### src/rtl/pwrmode_pkg.sv
package pwrmode_pkg;

  localparam int COND_W       = 4;
  localparam int COND_IRQ_BIT = 3;
  localparam int COND_TMR_BIT = 2;

  typedef enum logic [2:0] {
    ST_RUN,
    ST_HALT,
    ST_STOP_ENT,
    ST_STOP,
    ST_SETTLE
  } pm_state_e;

  localparam logic [1:0] MODE_RUN  = 2'b00;
  localparam logic [1:0] MODE_HALT = 2'b01;
  localparam logic [1:0] MODE_STOP = 2'b10;

  localparam logic [1:0] WSRC_NONE     = 2'b00;
  localparam logic [1:0] WSRC_HALT_IRQ = 2'b01;
  localparam logic [1:0] WSRC_HALT_TMR = 2'b10;
  localparam logic [1:0] WSRC_STOP_IRQ = 2'b11;

  // A halt operand is usable only when it names at least one release source.
  function automatic logic halt_cond_valid(input logic [COND_W-1:0] c);
    return c[COND_IRQ_BIT] | c[COND_TMR_BIT];
  endfunction

  // Map internal state to the external mode code.
  function automatic logic [1:0] mode_of(input pm_state_e s);
    case (s)
      ST_RUN:  return MODE_RUN;
      ST_HALT: return MODE_HALT;
      default: return MODE_STOP;
    endcase
  endfunction

endpackage

### src/rtl/pwrmode_wake.sv
module pwrmode_wake #(
  parameter int NUM_IRQ = 4
) (
  input  logic               in_halt,
  input  logic               in_stop,
  input  logic               use_irq,
  input  logic               use_tmr,
  input  logic               gie,
  input  logic [NUM_IRQ-1:0] irq_pend,
  input  logic [NUM_IRQ-1:0] irq_en,
  input  logic               tmr_tick,
  output logic               halt_wake,
  output logic               halt_by_irq,
  output logic               stop_wake,
  output logic [NUM_IRQ-1:0] irq_take
);

  logic [NUM_IRQ-1:0] elig;
  logic [NUM_IRQ-1:0] first;
  logic [NUM_IRQ:0]   seen;
  logic               any_elig;
  logic               halt_by_tmr;

  assign elig    = irq_pend & irq_en;
  assign seen[0] = 1'b0;

  // Priority chain: the lowest index that is eligible gets the mark.
  for (genvar g = 0; g < NUM_IRQ; g++) begin : g_prio
    assign first[g]  = elig[g] & ~seen[g];
    assign seen[g+1] = seen[g] | elig[g];
  end

  assign any_elig    = seen[NUM_IRQ];
  assign halt_by_irq = in_halt & use_irq & gie & any_elig;
  assign halt_by_tmr = in_halt & use_tmr & tmr_tick;
  assign halt_wake   = halt_by_irq | halt_by_tmr;
  assign stop_wake   = in_stop & any_elig;
  assign irq_take    = halt_by_irq ? first : '0;

endmodule

### src/rtl/pwrmode_settle.sv
module pwrmode_settle #(
  parameter int W = 8
) (
  input  logic         clk,
  input  logic         rst_n,
  input  logic         load,
  input  logic [W-1:0] load_val,
  input  logic         active,
  output logic         done
);

  logic [W-1:0] cnt_q;

  always_ff @(posedge clk or negedge rst_n) begin
    if (!rst_n)                       cnt_q <= '0;
    else if (load)                    cnt_q <= load_val;
    else if (active && cnt_q != '0)   cnt_q <= cnt_q - 1'b1;
  end

  assign done = active && (cnt_q == '0);

endmodule

### src/rtl/pwrmode_ctrl.sv
module pwrmode_ctrl
  import pwrmode_pkg::*;
#(
  parameter int NUM_IRQ  = 4,
  parameter int SETTLE_W = 8
) (
  input  logic                clk,
  input  logic                rst_n,
  input  logic                halt_req,
  input  logic [3:0]          halt_cond,
  input  logic                stop_req,
  input  logic [3:0]          stop_cond,
  input  logic [NUM_IRQ-1:0]  irq_pend,
  input  logic [NUM_IRQ-1:0]  irq_en,
  input  logic                gie,
  input  logic                tmr_tick,
  input  logic [SETTLE_W-1:0] settle_len,
  output logic                cpu_en,
  output logic                periph_clk_en,
  output logic                ctrl_rst,
  output logic [NUM_IRQ-1:0]  irq_take,
  output logic [1:0]          mode,
  output logic [1:0]          wake_src,
  output logic [3:0]          rel_cond
);

  pm_state_e         state_q, state_d;
  logic [COND_W-1:0] rel_cond_q;
  logic [1:0]        wake_src_q;

  // Named internal events, visible to the bound checker.
  logic in_run, in_halt, in_stop, in_settle;
  logic halt_ok, enter_halt, enter_stop, halt_noop;
  logic halt_wake, halt_by_irq, stop_wake, settle_done;

  assign in_run    = (state_q == ST_RUN);
  assign in_halt   = (state_q == ST_HALT);
  assign in_stop   = (state_q == ST_STOP);
  assign in_settle = (state_q == ST_SETTLE);

  assign halt_ok    = halt_cond_valid(halt_cond);
  assign enter_stop = in_run & stop_req;
  assign enter_halt = in_run & halt_req & ~stop_req & halt_ok;
  assign halt_noop  = in_run & halt_req & ~stop_req & ~halt_ok;

  pwrmode_wake #(.NUM_IRQ(NUM_IRQ)) wake_i (
    .in_halt     (in_halt),
    .in_stop     (in_stop),
    .use_irq     (rel_cond_q[COND_IRQ_BIT]),
    .use_tmr     (rel_cond_q[COND_TMR_BIT]),
    .gie         (gie),
    .irq_pend    (irq_pend),
    .irq_en      (irq_en),
    .tmr_tick    (tmr_tick),
    .halt_wake   (halt_wake),
    .halt_by_irq (halt_by_irq),
    .stop_wake   (stop_wake),
    .irq_take    (irq_take)
  );

  pwrmode_settle #(.W(SETTLE_W)) settle_i (
    .clk      (clk),
    .rst_n    (rst_n),
    .load     (stop_wake),
    .load_val (settle_len),
    .active   (in_settle),
    .done     (settle_done)
  );

  always_comb begin
    state_d = state_q;
    case (state_q)
      ST_RUN: begin
        if (enter_stop)      state_d = ST_STOP_ENT;
        else if (enter_halt) state_d = ST_HALT;
      end
      ST_HALT:     if (halt_wake)   state_d = ST_RUN;
      ST_STOP_ENT:                  state_d = ST_STOP;
      ST_STOP:     if (stop_wake)   state_d = ST_SETTLE;
      ST_SETTLE:   if (settle_done) state_d = ST_RUN;
      default:                      state_d = ST_RUN;
    endcase
  end

  always_ff @(posedge clk or negedge rst_n) begin
    if (!rst_n) state_q <= ST_RUN;
    else        state_q <= state_d;
  end

  always_ff @(posedge clk or negedge rst_n) begin
    if (!rst_n)          rel_cond_q <= '0;
    else if (enter_stop) rel_cond_q <= stop_cond;
    else if (enter_halt) rel_cond_q <= halt_cond;
  end

  always_ff @(posedge clk or negedge rst_n) begin
    if (!rst_n)         wake_src_q <= WSRC_NONE;
    else if (halt_wake) wake_src_q <= halt_by_irq ? WSRC_HALT_IRQ : WSRC_HALT_TMR;
    else if (stop_wake) wake_src_q <= WSRC_STOP_IRQ;
  end

  assign cpu_en        = in_run;
  assign periph_clk_en = in_run | in_halt | (state_q == ST_STOP_ENT);
  assign ctrl_rst      = (state_q == ST_STOP_ENT);
  assign mode          = mode_of(state_q);
  assign wake_src      = wake_src_q;
  assign rel_cond      = rel_cond_q;

endmodule

### config.mk
export PLATFORM = sky130hd
export DESIGN_NAME = pwrmode_ctrl
export DESIGN_NICKNAME = d
export VERILOG_FILES = /design/src/rtl/pwrmode_pkg.sv /design/src/rtl/pwrmode_wake.sv /design/src/rtl/pwrmode_settle.sv /design/src/rtl/pwrmode_ctrl.sv
export SDC_FILE = /design/constraint.sdc
export NUM_CORES = 1
export LEC_CHECK = 0
export BUFFER_PORTS_ARGS = -buffer_cell sky130_fd_sc_hd__buf_2
export CAP_MARGIN = 20
export CORE_MARGIN = 4
export CORE_UTILIZATION = 53
export CTS_BUF_LIST = sky130_fd_sc_hd__clkbuf_4
export CTS_CLUSTER_SIZE = 30
export DETAILED_ROUTE_END_ITERATION = 7
export PLACE_DENSITY = 0.87
export SYNTH_ARGS = -nofsm -noshare
export SYNTH_HDL_FRONTEND = slang
export SYNTH_SLANG_ARGS = --single-unit
### constraint.sdc
create_clock -name clk -period 5.07 [get_ports clk]
set_input_delay 0.7605 -clock clk [delete_from_list [all_inputs] [get_ports clk]]
set_output_delay 0.7605 -clock clk [all_outputs]
set_load 0.05 [all_outputs]
# Word-level counts from Yosys, hierarchy flattened
# Cells that the tools add are included.
[op_classes]
bitwise_logic = 25
multipliers = 0
shift = 0
reduce_logical = 9
addsub = 1
div_mod_pow = 0
mux = 15
eq_ne = 8
magnitude_cmp = 0
[ops]
columns = ["cell", "n"]
rows = [
  ["two-way mux 8 bit", 2],
  ["two-way mux 3 bit", 5],
  ["one-hot mux 3 bit (5 select lines)", 1],
  ["bitwise AND 1 bit", 13],
  ["two-way mux 4 bit", 3],
  ["zero test 8 bit", 1],
  ["nonzero test 8 bit", 1],
  ["subtractor 8 x 1 -> 8 bit, second input constant", 1],
  ["OR 1 bit", 7],
  ["== test 3 x 2 -> 1 bit, second input constant", 2],
  ["two-way mux 2 bit", 3],
  ["nonzero test 2 bit", 3],
  ["bitwise AND 4 bit", 1],
  ["inequality test 2 x 1 -> 1 bit, second input constant", 2],
  ["NOT 1 bit", 4],
  ["one-hot mux 2 bit (2 select lines)", 1],
  ["AND reduction 4 bit", 1],
  ["== test 3 x 1 -> 1 bit, second input constant", 1],
  ["== test 3 bit, second input constant", 1],
  ["zero test 3 bit", 1],
  ["inequality test 3 x 1 -> 1 bit, second input constant", 1],
  ["logical AND 1 bit", 2],
  ["inequality test 2 bit, second input constant", 1],
]
[totals]
rom_bits = 0
memories = 0
regBits = 17
mem_bits_rw = 0
latch_bits = 0
input_bits = 30

# Depth between registers and ports, before layout
# Gate-level depths: netlist (run 1).
[logic_depth]
ltp_word = 8
depth_mapped = 7

# By module
# A second synthesis (run 1) with hierarchy kept.
[hier_totals]
cells_unflattened = 116
area_unflattened_um2 = 1123.6
[by_module_without_submodules]
columns = ["module", "cells_per_inst", "area_per_inst_um2", "seq_area_each_um2", "instances"]
rows = [
  ["pwrmode_settle", 56, 550.5, 200.2, 1],
  ["pwrmode_ctrl", 44, 488.0, 225.2, 1],
  ["pwrmode_wake", 16, 85.1, 0.0, 1],
]

# Worst setup path after synthesis (run 1)
# OpenSTA, ideal clock, no wires.
[synth_timing]
path_kind = "reg2out"
startpoint = "reg state_q[1]"
endpoint = "out irq_take[3]"
t_required_ns = 4.310
n_path_buf = 1
path_slack_ns = 1.409
stages_incl_launch_ff = 6
arrival_time_ns = 2.900
cell_sequence = "dfrtp_1 -> buf_2 -> nor3b_1 -> and3_1 -> nand3_1 -> nor2_1"
[synth_via]
elab_chain_cells = 5
[synth_rtl]
columns = ["element", "line_no", "source"]
rows = [
  ["start, declared", "pwrmode_ctrl.sv:27", "pm_state_e state_q, state_d;"],
  ["start signal, assigned", "pwrmode_ctrl.sv:87", "else state_q <= state_d;"],
  ["== test 3 x 1 -> 1 bit", "pwrmode_ctrl.sv:37", "assign in_halt = (state_q == ST_HALT);"],
  ["bitwise AND 1 bit (3 in a row)", "pwrmode_wake.sv:34", "assign halt_by_irq = in_halt & use_irq & gie & any_elig;"],
  ["two-way mux 4 bit", "pwrmode_wake.sv:38", "assign irq_take = halt_by_irq ? first : '0;"],
  ["end, declared", "pwrmode_ctrl.sv:21", "output logic [NUM_IRQ-1:0] irq_take,"],
]
# No other way between the ends.

# Worst setup path in the final report (run 1)
[layout_timing]
startpoint = "reg state_q[0]"
endpoint = "out irq_take[3]"
# The elaborated chain is that of the path after synthesis.

==> results of run 1 <==
[stage by stage]
stage | worst slack, ns | utilization, % | cells | power, mW | hold slack, ns
6_report | 2.381 | 68.24 | 194 | 0.8456 | 0.3800
5_1_grt | 2.276 | 68.24 | 194 | 0.9096 | 0.3947
4_1_cts | 2.387 | 68.24 | 194 | 0.8499 | 0.3864
3_5_place_dp | 2.715 | 66.73 | 190 | 0.7719 | 0.5193
3_3_place_gp | 2.784 | 66.73 | 190 | 0.7553 | 0.5111
2_1_floorplan | 1.409 | - | 127 | 0.6751 | 0.4649
[metal layers]
metal	global-route usage, %	vias to the layer above	part of all wire [%]
li1	-	542	-
met1	24.56	509	44
met2	30.65	35	49
met3	1.939	2	6.3
met4	5.106	0	0.77
met5	0	-	0
[layout make-up]
class	instances	area share, %
Tap cell	27	2.498
Multi-Input combinational cell	96	45.88
Clock buffer	4	2.220
Timing Repair Buffer	44	16.28
Sequential cell	17	31.45
Inverter	6	1.665
[path summary, 6_finish.rpt]
path                            cells past startpoint                     startpoint                            end  slack, ns
worst max-delay path                                5         state_q[0]$_DFFE_PN0P_                    irq_take[3]       2.38
worst min-delay path                                1                          rst_n  settle_i.cnt_q[3]$_DFFE_PN0P_       0.38
worst max register to register                      6  settle_i.cnt_q[0]$_DFFE_PN0P_  settle_i.cnt_q[1]$_DFFE_PN0P_       3.10
worst min register to register                      2        rel_cond[3]$_DFFE_PN0P_        rel_cond[3]$_DFFE_PN0P_       0.53
max in group asynchronous                           1                          rst_n        rel_cond[2]$_DFFE_PN0P_       4.41
min in group clk                                    2        rel_cond[3]$_DFFE_PN0P_        rel_cond[3]$_DFFE_PN0P_       0.53
[layout by cell type (no fill, tap or decap), types with 2 or more instances in the layout]
cell                         n
sky130_fd_sc_hd__or3_1       2
sky130_fd_sc_hd__nand3_1     2
sky130_fd_sc_hd__nand2_1     9
sky130_fd_sc_hd__nand4_1     2
sky130_fd_sc_hd__buf_2      44
sky130_fd_sc_hd__o21ai_0     9
sky130_fd_sc_hd__ha_1        2
sky130_fd_sc_hd__xor2_1      5
sky130_fd_sc_hd__a21oi_1     8
sky130_fd_sc_hd__o211ai_1    2
sky130_fd_sc_hd__or2_2       2
sky130_fd_sc_hd__o2111ai_1   2
sky130_fd_sc_hd__clkbuf_4    4
sky130_fd_sc_hd__a22oi_1     7
sky130_fd_sc_hd__and3_1      2
sky130_fd_sc_hd__inv_1       6
sky130_fd_sc_hd__dfrtp_1    17
sky130_fd_sc_hd__a22o_1      2
sky130_fd_sc_hd__nor3_1      4
sky130_fd_sc_hd__nor2_1     16
sky130_fd_sc_hd__a31oi_1     2
[sequential cells by signal (all words and copies together) (netlist names)]
signal and count:
settle_i.cnt_q 8, rel_cond 4, state_q 3, wake_src 2
[critical path: stages (launching register included)]
cell and delay, ns:
sky130_fd_sc_hd__dfrtp_1 0.53, sky130_fd_sc_hd__nor3b_1 0.42, sky130_fd_sc_hd__and3_1 0.25, sky130_fd_sc_hd__nand3_1 0.09, sky130_fd_sc_hd__nor2_1 0.10, sky130_fd_sc_hd__buf_2 0.26
[power by group through the flow]
stage | clock network [mW] | logic [mW] | registers (mW)
6_report | 0.0757 | 0.487 | 0.283
5_1_grt | 0.0862 | 0.531 | 0.293
4_1_cts | 0.0790 | 0.490 | 0.281
3_5_place_dp | 0 | 0.488 | 0.284
3_3_place_gp | 0 | 0.477 | 0.278
2_1_floorplan | 0 | 0.372 | 0.303
[logic make-up after synthesis]
logic type,after synthesis,share of synthesized area [%]
and+or+nand+nor,47,22.32
buffers and inverters,14,5.749
xor gates and xnor gates,6,4.735
AOI/OAI and AO/OA,39,24.35
adders and majority gates,2,2.254
DFF,17,38.33
muxes,2,2.254
==> Implementation_results.wiki, run 1 <==
{| class="wikitable"
! Metric !! Value
|-
| Quantity of hold-fixing buffers added after cts || 0
|-
| Largest area contributor in the netlist || sky130_fd_sc_hd__dfrtp_1
|-
| Register bit count reported by yosys || 17
|-
| CTS Sinks || 17
|-
| Final Critical Period || 2.689 ns
|-
| Violation count after the first detailed-route iteration || 32
|-
| Worst Path Class, Setup || flop to primary output
|-
| Aggregate global routing overflow || 0
|-
| Nature of the critical path endpoint || primary output
|-
| Clock tree root driver cell || sky130_fd_sc_hd__clkbuf_4
|-
| DIE HEIGHT || 53.76 um
|-
| Horizontal die dimension || 53.76 um
|-
| Number of global-route vias before repair || 964
|-
| Post-CTS Setup Bufs || 0
|-
| Placement-stage cell area || 1323 um^2
|-
| Number of nets in the finished design || 200
|-
| Wire length of the first global-routing pass || 3.933 mm
|-
| Top cells by area in the synthesized netlist || sky130_fd_sc_hd__dfrtp_1 38%, sky130_fd_sc_hd__nor2_1 5.4%, sky130_fd_sc_hd__a22oi_1 4.7%
|-
| Peak Freq || 371.9 MHz
|-
| Final hold viol count || 0
|-
| Post-Syn Nets || 159
|-
| Drt via density || 5.608
|-
| Post-detailed-route wirelength per cell || 12.66 um
|-
| Run status || completed
|-
| Max-Cap Viols || 0
|-
| Share of total power in combinational logic || 57.6%
|-
| Main synth FF type || sky130_fd_sc_hd__dfrtp_1
|-
| Internal power consumption || 394.4 uW
|-
| Antenna diode count || 0
|-
| Starting density of the core || 56.00%
|-
| Tightest slew margin relative to the limit || 49.85%
|-
| Area of the multi-input gates || 620.6 um^2
|-
| Proportion of synthesized chip area in sequential cells || 38.33%
|-
| Core box area || 1982 um^2
|-
| Io pins || 45
|-
| Antenna violations before repair || 0
|-
| Least-Margin Pin Slew || 0.7522 ns
|-
| Latest clock arrival within the worst-skew pair || 0.28 ns
|-
| Number of gates given a new drive strength after cts || 0
|-
| Total leakage power || 0.6326 nW
|-
| Maximum resistive drop on vdd || 0.0003983 V
|-
| Setup-failing EPs final || 0
|-
| Required time reported for the critical path endpoint || 4.31 ns
|-
| Largest clock skew in the final design || 0.004899 ns
|-
| Crit share post-route || 53.04%
|-
| Most common library cells after synthesis || 17 x sky130_fd_sc_hd__dfrtp_1, 16 x sky130_fd_sc_hd__nor2_1, 9 x sky130_fd_sc_hd__nand2_1, 9 x sky130_fd_sc_hd__o21ai_0, 8 x sky130_fd_sc_hd__a21oi_1
|-
| Net switching share of the total power || 53.35%
|-
| Number of max-slew violations in the final report || 0
|-
| Async set-reset flop share out of synthesis || 100.0%
|-
| Total power per unit cell area || 625.2 nW/um^2
|-
| Total Neg Setup Slack || 0 ns
|-
| Number of search-and-repair iterations in the first detailed-routing pass || 4
|-
| Vias after detailed routing || 1088
|-
| RSZ-0062 raised after global routing || false
|-
| Detailed-route DRC error count || 0
|-
| Routed Wire Length || 2.457 mm
|-
| Number of standard-cell rows in the floorplan || 16
|-
| Share of total power in sequential cells || 33.5%
|-
| Worst min path class || input pin to async pin
|-
| Count of mapped cells out of synthesis || 127
|-
| Maximum number of pins on one net before global-route repair || 19
|-
| Fraction of layout cells with a size suffix above 1 || 33.53%
|-
| Switching power total || 451.2 uW
|-
| Sequential cell area || 425.4 um^2
|-
| Last weighted congestion value of the routability-driven placer || 0.9288
|-
| Half-perimeter wire length of the detailed placement result || 1.976 mm
|-
| Clock buffers created by TritonCTS || 3
|-
| Synthesized area divided by synthesized cell count || 8.739 um^2
|-
| Number of fill cells || 158
|-
| Biggest fanout along the worst timing path || 9
|-
| Arrival time of data at the critical path endpoint || 1.93 ns
|-
| Fraction of power consumed by the clock network || 9.0%
|-
| Number of flops mapped to enable cells by yosys || 0
|-
| Total number of H-tree levels || 1
|-
| Type of origin of the critical path || flop
|-
| Number of nets with antenna violations after detailed routing || 0
|-
| CTS clock-pin slew for the worst setup and hold paths || 0.10 ns
|-
| Post-synthesis to final-layout area growth || 21.87%
|-
| Final instance area || 1353 um^2
|-
| Cell area after synthesis || 1110 um^2
|-
| Count of buffers inserted at the top-level ports || 44
|-
| Count leader, synth || sky130_fd_sc_hd__dfrtp_1
|-
| Netlist cell types || 40
|-
| Maximum clock path buffer count || 2
|-
| Die outline area || 2890 um^2
|-
| Total routing resource utilization after global routing || 18.20%
|-
| Ys Warns || 0
|-
| Clock tree from TritonCTS || built
|-
| Share of Yosys cell area claimed by the top area cell type || 38.33%
|}
Power figures use the tool's default switching activity.
==> inputs of run 2 (changes only) <==
--- a/config.mk
+++ b/config.mk
@@ -8,11 +8,11 @@
 export BUFFER_PORTS_ARGS = -buffer_cell sky130_fd_sc_hd__buf_2
 export CAP_MARGIN = 20
 export CORE_MARGIN = 4
-export CORE_UTILIZATION = 53
+export CORE_UTILIZATION = 45
 export CTS_BUF_LIST = sky130_fd_sc_hd__clkbuf_4
 export CTS_CLUSTER_SIZE = 30
 export DETAILED_ROUTE_END_ITERATION = 7
-export PLACE_DENSITY = 0.87
+export PLACE_DENSITY = 0.78
 export SYNTH_ARGS = -nofsm -noshare
 export SYNTH_HDL_FRONTEND = slang
 export SYNTH_SLANG_ARGS = --single-unit
==> constraint.sdc (replaced) <==
create_clock -name clk -period 2.25 [get_ports clk]
set_input_delay 0.3375 -clock clk [delete_from_list [all_inputs] [get_ports clk]]
set_output_delay 0.3375 -clock clk [all_outputs]
set_load 0.05 [all_outputs]
==> Implementation_results.wiki, run 2 (synthesis results as in run 1) <==
{| class="wikitable"
! Metric !! Value
|-
| Worst flop-to-flop path endpoint || settle_i.cnt_q[1]$_DFFE_PN0P_
|-
| RSZ-0062 raised after global routing || false
|-
| Overall power of the completed layout || 1.948 mW (+130%)
|-
| Clock tree from TritonCTS || built
|-
| Starting density of the core || 48.76% (-7.2 points)
|-
| Final instance area || 1385 um^2 (+2.4%)
|-
| Routed Wire Length || 2.605 mm (+6.0%)
|-
| Worst Path Class, Setup || flop to primary output
|-
| Max-Cap Viols || 0 (unchanged)
|-
| Final hold viol count || 0 (unchanged)
|-
| Worst slack on hold paths || 0.2782 ns (-0.1017 ns)
|-
| Total Neg Setup Slack || 0 ns (unchanged)
|-
| Total leakage power || 0.6423 nW (+1.5%)
|-
| Maximum clock path buffer count || 2 (unchanged)
|-
| Core box area || 2276 um^2 (+15%)
|-
| Maximum resistive drop on vdd || 0.001108 V (+180%)
|-
| Post-synthesis to final-layout area growth || 24.80%
|-
| Capture point of the critical path || irq_take[3]
|-
| Least-Margin Pin Slew || 0.4545 ns (-0.2976 ns)
|-
| Antenna violations before repair || 0 (unchanged)
|-
| Post-detailed-route wirelength per cell || 13.22 um (+4.4%)
|-
| Max incr delay on CP || 0.50 ns (-0.03 ns)
|-
| Standard cell with the maximum stage delay on the critical path || sky130_fd_sc_hd__dfrtp_2
|-
| Clock tree root driver cell || sky130_fd_sc_hd__clkbuf_4
|-
| Required time reported for the critical path endpoint || 1.91 ns (-2.40 ns)
|-
| Placement-stage cell area || 1343 um^2 (+1.5%)
|-
| Count of buffers inserted at the top-level ports || 44 (unchanged)
|-
| Commonest non-fill, non-tap cells in the layout || 44 x sky130_fd_sc_hd__buf_2, 16 x sky130_fd_sc_hd__nor2_1, 15 x sky130_fd_sc_hd__dfrtp_1
|-
| Io pins || 45 (unchanged)
|-
| Number of max-slew violations in the final report || 0 (unchanged)
|-
| Startpoint of the lowest-slack register-to-register path || settle_i.cnt_q[0]$_DFFE_PN0P_
|-
| Total routing resource utilization after global routing || 15.49% (-2.7 points)
|-
| Number of standard-cell rows in the floorplan || 17 (+1)
|-
| Number of global-route vias before repair || 981 (+1.8%)
|-
| Cell-by-cell listing of the critical path || nor3b_4 -> and3_1 -> nand3_1 -> nor2_1 -> buf_2
|-
| R2r worst-path depth || 6 (unchanged)
|-
| Violation count after the first detailed-route iteration || 41 (+28%)
|-
| Worst Setup SP || state_q[1]$_DFFE_PN0P_
|-
| Die outline area || 3325 um^2 (+15%)
|-
| Fraction of layout cells with a size suffix above 1 || 35.50% (+2.0 points)
|-
| Drt via density || 5.416 (-3.4%)
|-
| Final Critical Period || 2.058 ns
|-
| Worst min path class || input pin to flop
|-
| Maximum number of pins on one net before global-route repair || 18 (-1)
|-
| Nature of the critical path endpoint || primary output
|-
| Horizontal die dimension || 57.66 um (+7.3%)
|-
| Flop2flop setup slack || 0.33 ns (-2.77 ns)
|-
| Flip-flop count of the largest register, all copies and words added || 8 (unchanged)
|-
| Arrival time of data at the critical path endpoint || 1.72 ns (-0.21 ns)
|-
| Aggregate global routing overflow || 0 (unchanged)
|-
| CTS Sinks || 17 (unchanged)
|-
| Wire length of the first global-routing pass || 4.098 mm (+4.2%)
|-
| Number of nets with antenna violations after detailed routing || 0 (unchanged)
|-
| Vias after detailed routing || 1067 (-1.9%)
|-
| Biggest fanout along the worst timing path || 9 (unchanged)
|-
| DIE HEIGHT || 57.66 um (+7.3%)
|-
| CTS clock-pin slew for the worst setup and hold paths || 0.10 ns (about the same)
|-
| Run status || completed
|-
| Clock buffers created by TritonCTS || 3 (unchanged)
|-
| Final core utilization || 60.86% (-7.4 points)
|-
| Crit share post-route || 91.48%
|-
| Number of search-and-repair iterations in the first detailed-routing pass || 4 (unchanged)
|-
| Half-perimeter wire length of the detailed placement result || 2.056 mm (+4.0%)
|-
| Tightest slew margin relative to the limit || 69.70% (+20 points)
|-
| Total number of H-tree levels || 1 (unchanged)
|-
| Peak Freq || 485.8 MHz
|-
| Type of origin of the critical path || flop
|-
| Last weighted congestion value of the routability-driven placer || 0.9035 (-2.7%)
|-
| Commonest non-fill, non-tap cell in the layout || sky130_fd_sc_hd__buf_2
|-
| Top register by number of flip-flops || settle_i.cnt_q
|-
| Number of nets in the finished design || 202 (+1.0%)
|-
| Detailed-route DRC error count || 0 (unchanged)
|-
| Largest clock skew in the final design || 0.001193 ns (-0.003705 ns)
|-
| Antenna diode count || 0 (unchanged)
|-
| Latest clock arrival within the worst-skew pair || 0.29 ns (about the same)
|-
| Setup-failing EPs final || 0 (unchanged)
|-
| Total power per unit cell area || 1406 nW/um^2 (+120%)
|}
## run 2: cell count changes in the layout (fill, tap and decap cells not counted), sizes merged
cell / delta
dlygate4sd3: +1
buf: +1
## run 2: worst max-delay path, delay by kind of cell, from the launching register on
family	cells	cell delay, ns
and+or+nand+nor	4	0.66
DFF	1	0.50
buffers and inverters	1	0.26
## run 2: where the power goes
group | internal [mW] | total (mW) | switching, mW
combinational | 0.371 | 1.11 | 0.740
clock | 0.0809 | 0.179 | 0.0983
sequential | 0.458 | 0.657 | 0.199
## run 2: worst min path at each step
stage | slack, ns | from | cells after the start | endpoint
after global placement | 0.28 | rst_n | 1 | settle_i.cnt_q[6]$_DFFE_PN0P_
final | 0.28 | settle_len[1] | 2 | settle_i.cnt_q[1]$_DFFE_PN0P_
after global routing | 0.27 | settle_len[1] | 2 | settle_i.cnt_q[1]$_DFFE_PN0P_
after floorplan | 0.04 | rst_n | 0 | rel_cond[0]$_DFFE_PN0P_
after CTS | 0.28 | settle_len[1] | 2 | settle_i.cnt_q[1]$_DFFE_PN0P_
after detailed placement | 0.29 | rst_n | 1 | settle_i.cnt_q[0]$_DFFE_PN0P_
## run 2: cell type report
type                       instances  area, um^2
clock buffer                       4       30.03
fill                             196       890.9
inverter                           6       22.52
multi-input combinational         96       631.9
sequential                        17       427.9
tap                               28       35.03
timing repair buffer              46       237.7
## run 2: metrics by stage
stage | setup WS [ns] | std cells
finish | 0.1916 | 197
global placement | 0.4037 | 192
global route | 0.06338 | 197
floorplan | -0.1747 | 127
detailed placement | 0.3505 | 192
CTS | 0.1244 | 197
## run 2: timing repair
action	in CTS	in global routing
endpoints found under the setup margin	0	1
resized for setup	0	2
hold buffers	1	0
setup buffers	0	0
hold endpoints to repair	17	0
## run 2: layer usage
layer | vias to the layer above | track usage [%] | wire, um
li1 | 545 | - | -
met1 | 487 | 19.97 | 1134
met2 | 33 | 26.61 | 1296
met3 | 2 | 2.895 | 156
met4 | 0 | 3.974 | 18
met5 | - | 0 | 0
==> inputs of run 3 (changes only) <==
--- a/config.mk
+++ b/config.mk
@@ -7,6 +7,7 @@
 export LEC_CHECK = 0
 export BUFFER_PORTS_ARGS = -buffer_cell sky130_fd_sc_hd__buf_2
 export CAP_MARGIN = 20
+export CORE_ASPECT_RATIO = 0.9
 export CORE_MARGIN = 4
 export CORE_UTILIZATION = 45
 export CTS_BUF_LIST = sky130_fd_sc_hd__clkbuf_4
@@ -16,3 +17,4 @@
 export SYNTH_ARGS = -nofsm -noshare
 export SYNTH_HDL_FRONTEND = slang
 export SYNTH_SLANG_ARGS = --single-unit
+export TNS_END_PERCENT = 50
==> Implementation_results.wiki, run 3 (synthesis results as in run 1) <==
{| class="wikitable"
! Metric !! Value
|-
| Run status || completed
|-
| Total number of H-tree levels || 1 (unchanged)
|-
| Setup-failing EPs final || 0 (unchanged)
|-
| Total leakage power || 0.6423 nW (unchanged)
|-
| Final Critical Period || 2.067 ns (+0.008792 ns)
|-
| Biggest fanout along the worst timing path || 9 (unchanged)
|-
| Clock buffers created by TritonCTS || 3 (unchanged)
|-
| Commonest non-fill, non-tap cells in the layout || 44 x sky130_fd_sc_hd__buf_2, 16 x sky130_fd_sc_hd__nor2_1, 15 x sky130_fd_sc_hd__dfrtp_1
|-
| Post-synthesis to final-layout area growth || 24.69% (about the same)
|-
| Cell-by-cell listing of the critical path || nor3b_4 -> and3_1 -> nand3_1 -> nor2_1 -> buf_2
|-
| Latest clock arrival within the worst-skew pair || 0.29 ns (about the same)
|-
| Clock tree from TritonCTS || built
|-
| CTS Sinks || 17 (unchanged)
|-
| Number of max-slew violations in the final report || 0 (unchanged)
|-
| Required time reported for the critical path endpoint || 1.91 ns (about the same)
|-
| Number of nets in the finished design || 202 (unchanged)
|-
| Worst min path class || input pin to flop
|-
| Wire length of the first global-routing pass || 4.284 mm (+4.5%)
|-
| Fraction of layout cells with a size suffix above 1 || 35.50% (unchanged)
|-
| Worst slack on hold paths || 0.2691 ns (-0.009130 ns)
|-
| Arrival time of data at the critical path endpoint || 1.73 ns (about the same)
|-
| Total power per unit cell area || 1409 nW/um^2 (+0.17%)
|-
| Vias after detailed routing || 1106 (+3.7%)
|-
| Total routing resource utilization after global routing || 17.40% (+1.9 points)
|-
| Maximum number of pins on one net before global-route repair || 18 (unchanged)
|-
| RSZ-0062 raised after global routing || false
|-
| Io pins || 45 (unchanged)
|-
| Horizontal die dimension || 60.35 um (+4.7%)
|-
| Maximum resistive drop on vdd || 0.001157 V (+4.4%)
|-
| Dpl cells || 191 (-0.52%)
|-
| Antenna diode count || 0 (unchanged)
|-
| DIE HEIGHT || 55.11 um (-4.4%)
|-
| Number of search-and-repair iterations in the first detailed-routing pass || 4 (unchanged)
|-
| Number of fill cells || 195 (-0.51%)
|-
| Commonest non-fill, non-tap cell in the layout || sky130_fd_sc_hd__buf_2
|-
| Clock tree root driver cell || sky130_fd_sc_hd__clkbuf_4
|-
| Max-Cap Viols || 0 (unchanged)
|-
| Peak Freq || 483.8 MHz (-0.43%)
|-
| Number of nets with antenna violations after detailed routing || 0 (unchanged)
|-
| Top register by number of flip-flops || settle_i.cnt_q
|-
| Flip-flop count of the largest register, all copies and words added || 8 (unchanged)
|-
| Flop2flop setup slack || 0.34 ns (about the same)
|-
| Starting density of the core || 49.06% (+0.30 points)
|-
| Worst Path Class, Setup || flop to primary output
|-
| Routed Wire Length || 2.597 mm (-0.31%)
|-
| Cell class contributing the biggest share of worst-path delay || simple AND/OR/NAND/NOR gates
|-
| Last weighted congestion value of the routability-driven placer || 0.7753 (-14%)
|-
| Crit share post-route || 91.87% (+0.39 points)
|-
| Least-Margin Pin Slew || 0.4770 ns (+0.02250 ns)
|-
| CTS clock-pin slew for the worst setup and hold paths || 0.10 ns (about the same)
|-
| Final setup margin || 0.1828 ns (-0.008792 ns)
|-
| Post-detailed-route wirelength per cell || 13.25 um (+0.20%)
|-
| Type of origin of the critical path || flop
|-
| Standard cell with the maximum stage delay on the critical path || sky130_fd_sc_hd__dfrtp_2
|-
| Number of global-route vias before repair || 1029 (+4.9%)
|-
| Max incr delay on CP || 0.51 ns (about the same)
|-
| Nature of the critical path endpoint || primary output
|-
| Detailed-route DRC error count || 0 (unchanged)
|-
| Antenna violations before repair || 0 (unchanged)
|-
| Largest clock skew in the final design || 0.003669 ns (+0.002475 ns)
|-
| Die outline area || 3326 um^2 (about the same)
|-
| Number of standard-cell rows in the floorplan || 16 (-1)
|-
| Violation count after the first detailed-route iteration || 37 (-9.8%)
|-
| Crit path buf inv count || 1 (unchanged)
|-
| Half-perimeter wire length of the detailed placement result || 2.070 mm (+0.70%)
|-
| Count of buffers inserted at the top-level ports || 44 (unchanged)
|-
| Tightest slew margin relative to the limit || 68.20% (-1.5 points)
|-
| Drt via density || 5.643 (+4.2%)
|-
| Maximum clock path buffer count || 2 (unchanged)
|-
| Aggregate global routing overflow || 0 (unchanged)
|-
| Core box area || 2262 um^2 (-0.60%)
|-
| Final hold viol count || 0 (unchanged)
|-
| Worst Setup Slack post-DPL || 0.3462 ns (-0.004281 ns)
|-
| Overall power of the completed layout || 1.949 mW (about the same)
|-
| Number of standard cells in the final layout excluding fillers || 196 (-0.51%)
|}
-- run 3: worst paths after layout --
path,from,end,depth (start not counted)
max,state_q[1]$_DFFE_PN0P_,irq_take[3],5
min,stop_cond[2],rel_cond[2]$_DFFE_PN0P_,3
max reg2reg,settle_i.cnt_q[0]$_DFFE_PN0P_,settle_i.cnt_q[1]$_DFFE_PN0P_,6
min reg2reg,rel_cond[3]$_DFFE_PN0P_,rel_cond[3]$_DFFE_PN0P_,2
max in group asynchronous,rst_n,state_q[0]$_DFFE_PN0P_,2
min in group asynchronous,rst_n,settle_i.cnt_q[7]$_DFFE_PN0P_,2
-- run 3: where the power goes --
part	internal [mW]	switching (mW)
Sequential	0.458	0.202
Clock	0.0810	0.0989
Combinational	0.371	0.739
-- run 3: through the flow --
stage / area [um^2] / util (%) / setup TNS, ns
after floorplan: 1121 / - / -0.3352
after global placement: 1341 / 59.29 / 0
after global routing: 1384 / 61.17 / 0
final: 1384 / 61.17 / 0
after CTS: 1381 / 61.06 / 0
after detailed placement: 1341 / 59.29 / 0
-- run 3: layout make-up --
type,count,area [um^2],share of cell area (%)
inverter,6,22.52,1.627
timing repair buffer,46,237.7,17.18
multi-input combinational,96,631.9,45.66
tap,27,33.78,2.441
sequential,17,427.9,30.92
clock buffer,4,30.03,2.170
-- run 3: per-layer routing --
metal	GRT usage, %	vias up	routed length, um
li1	-	547	-
met1	20.48	508	1100
met2	30.94	47	1267
met3	5.336	4	205
met4	4.428	0	23
met5	0	-	0
-- run 3: what timing repair did --
item,4_1_cts,5_1_grt
setup endpoints to repair,0,3
setup buffers,0,0
resized for setup,0,2
hold buffers,1,0
endpoints found under the hold margin,17,0
-- run 3: worst register-to-register path: stages, from the launching register on --
cell and delay, ns:
sky130_fd_sc_hd__dfrtp_1 0.42, sky130_fd_sc_hd__inv_1 0.13, sky130_fd_sc_hd__ha_1 0.15, sky130_fd_sc_hd__or3b_2 0.53
sky130_fd_sc_hd__o21ai_4 0.23, sky130_fd_sc_hd__mux2i_1 0.11, sky130_fd_sc_hd__mux2_4 0.26
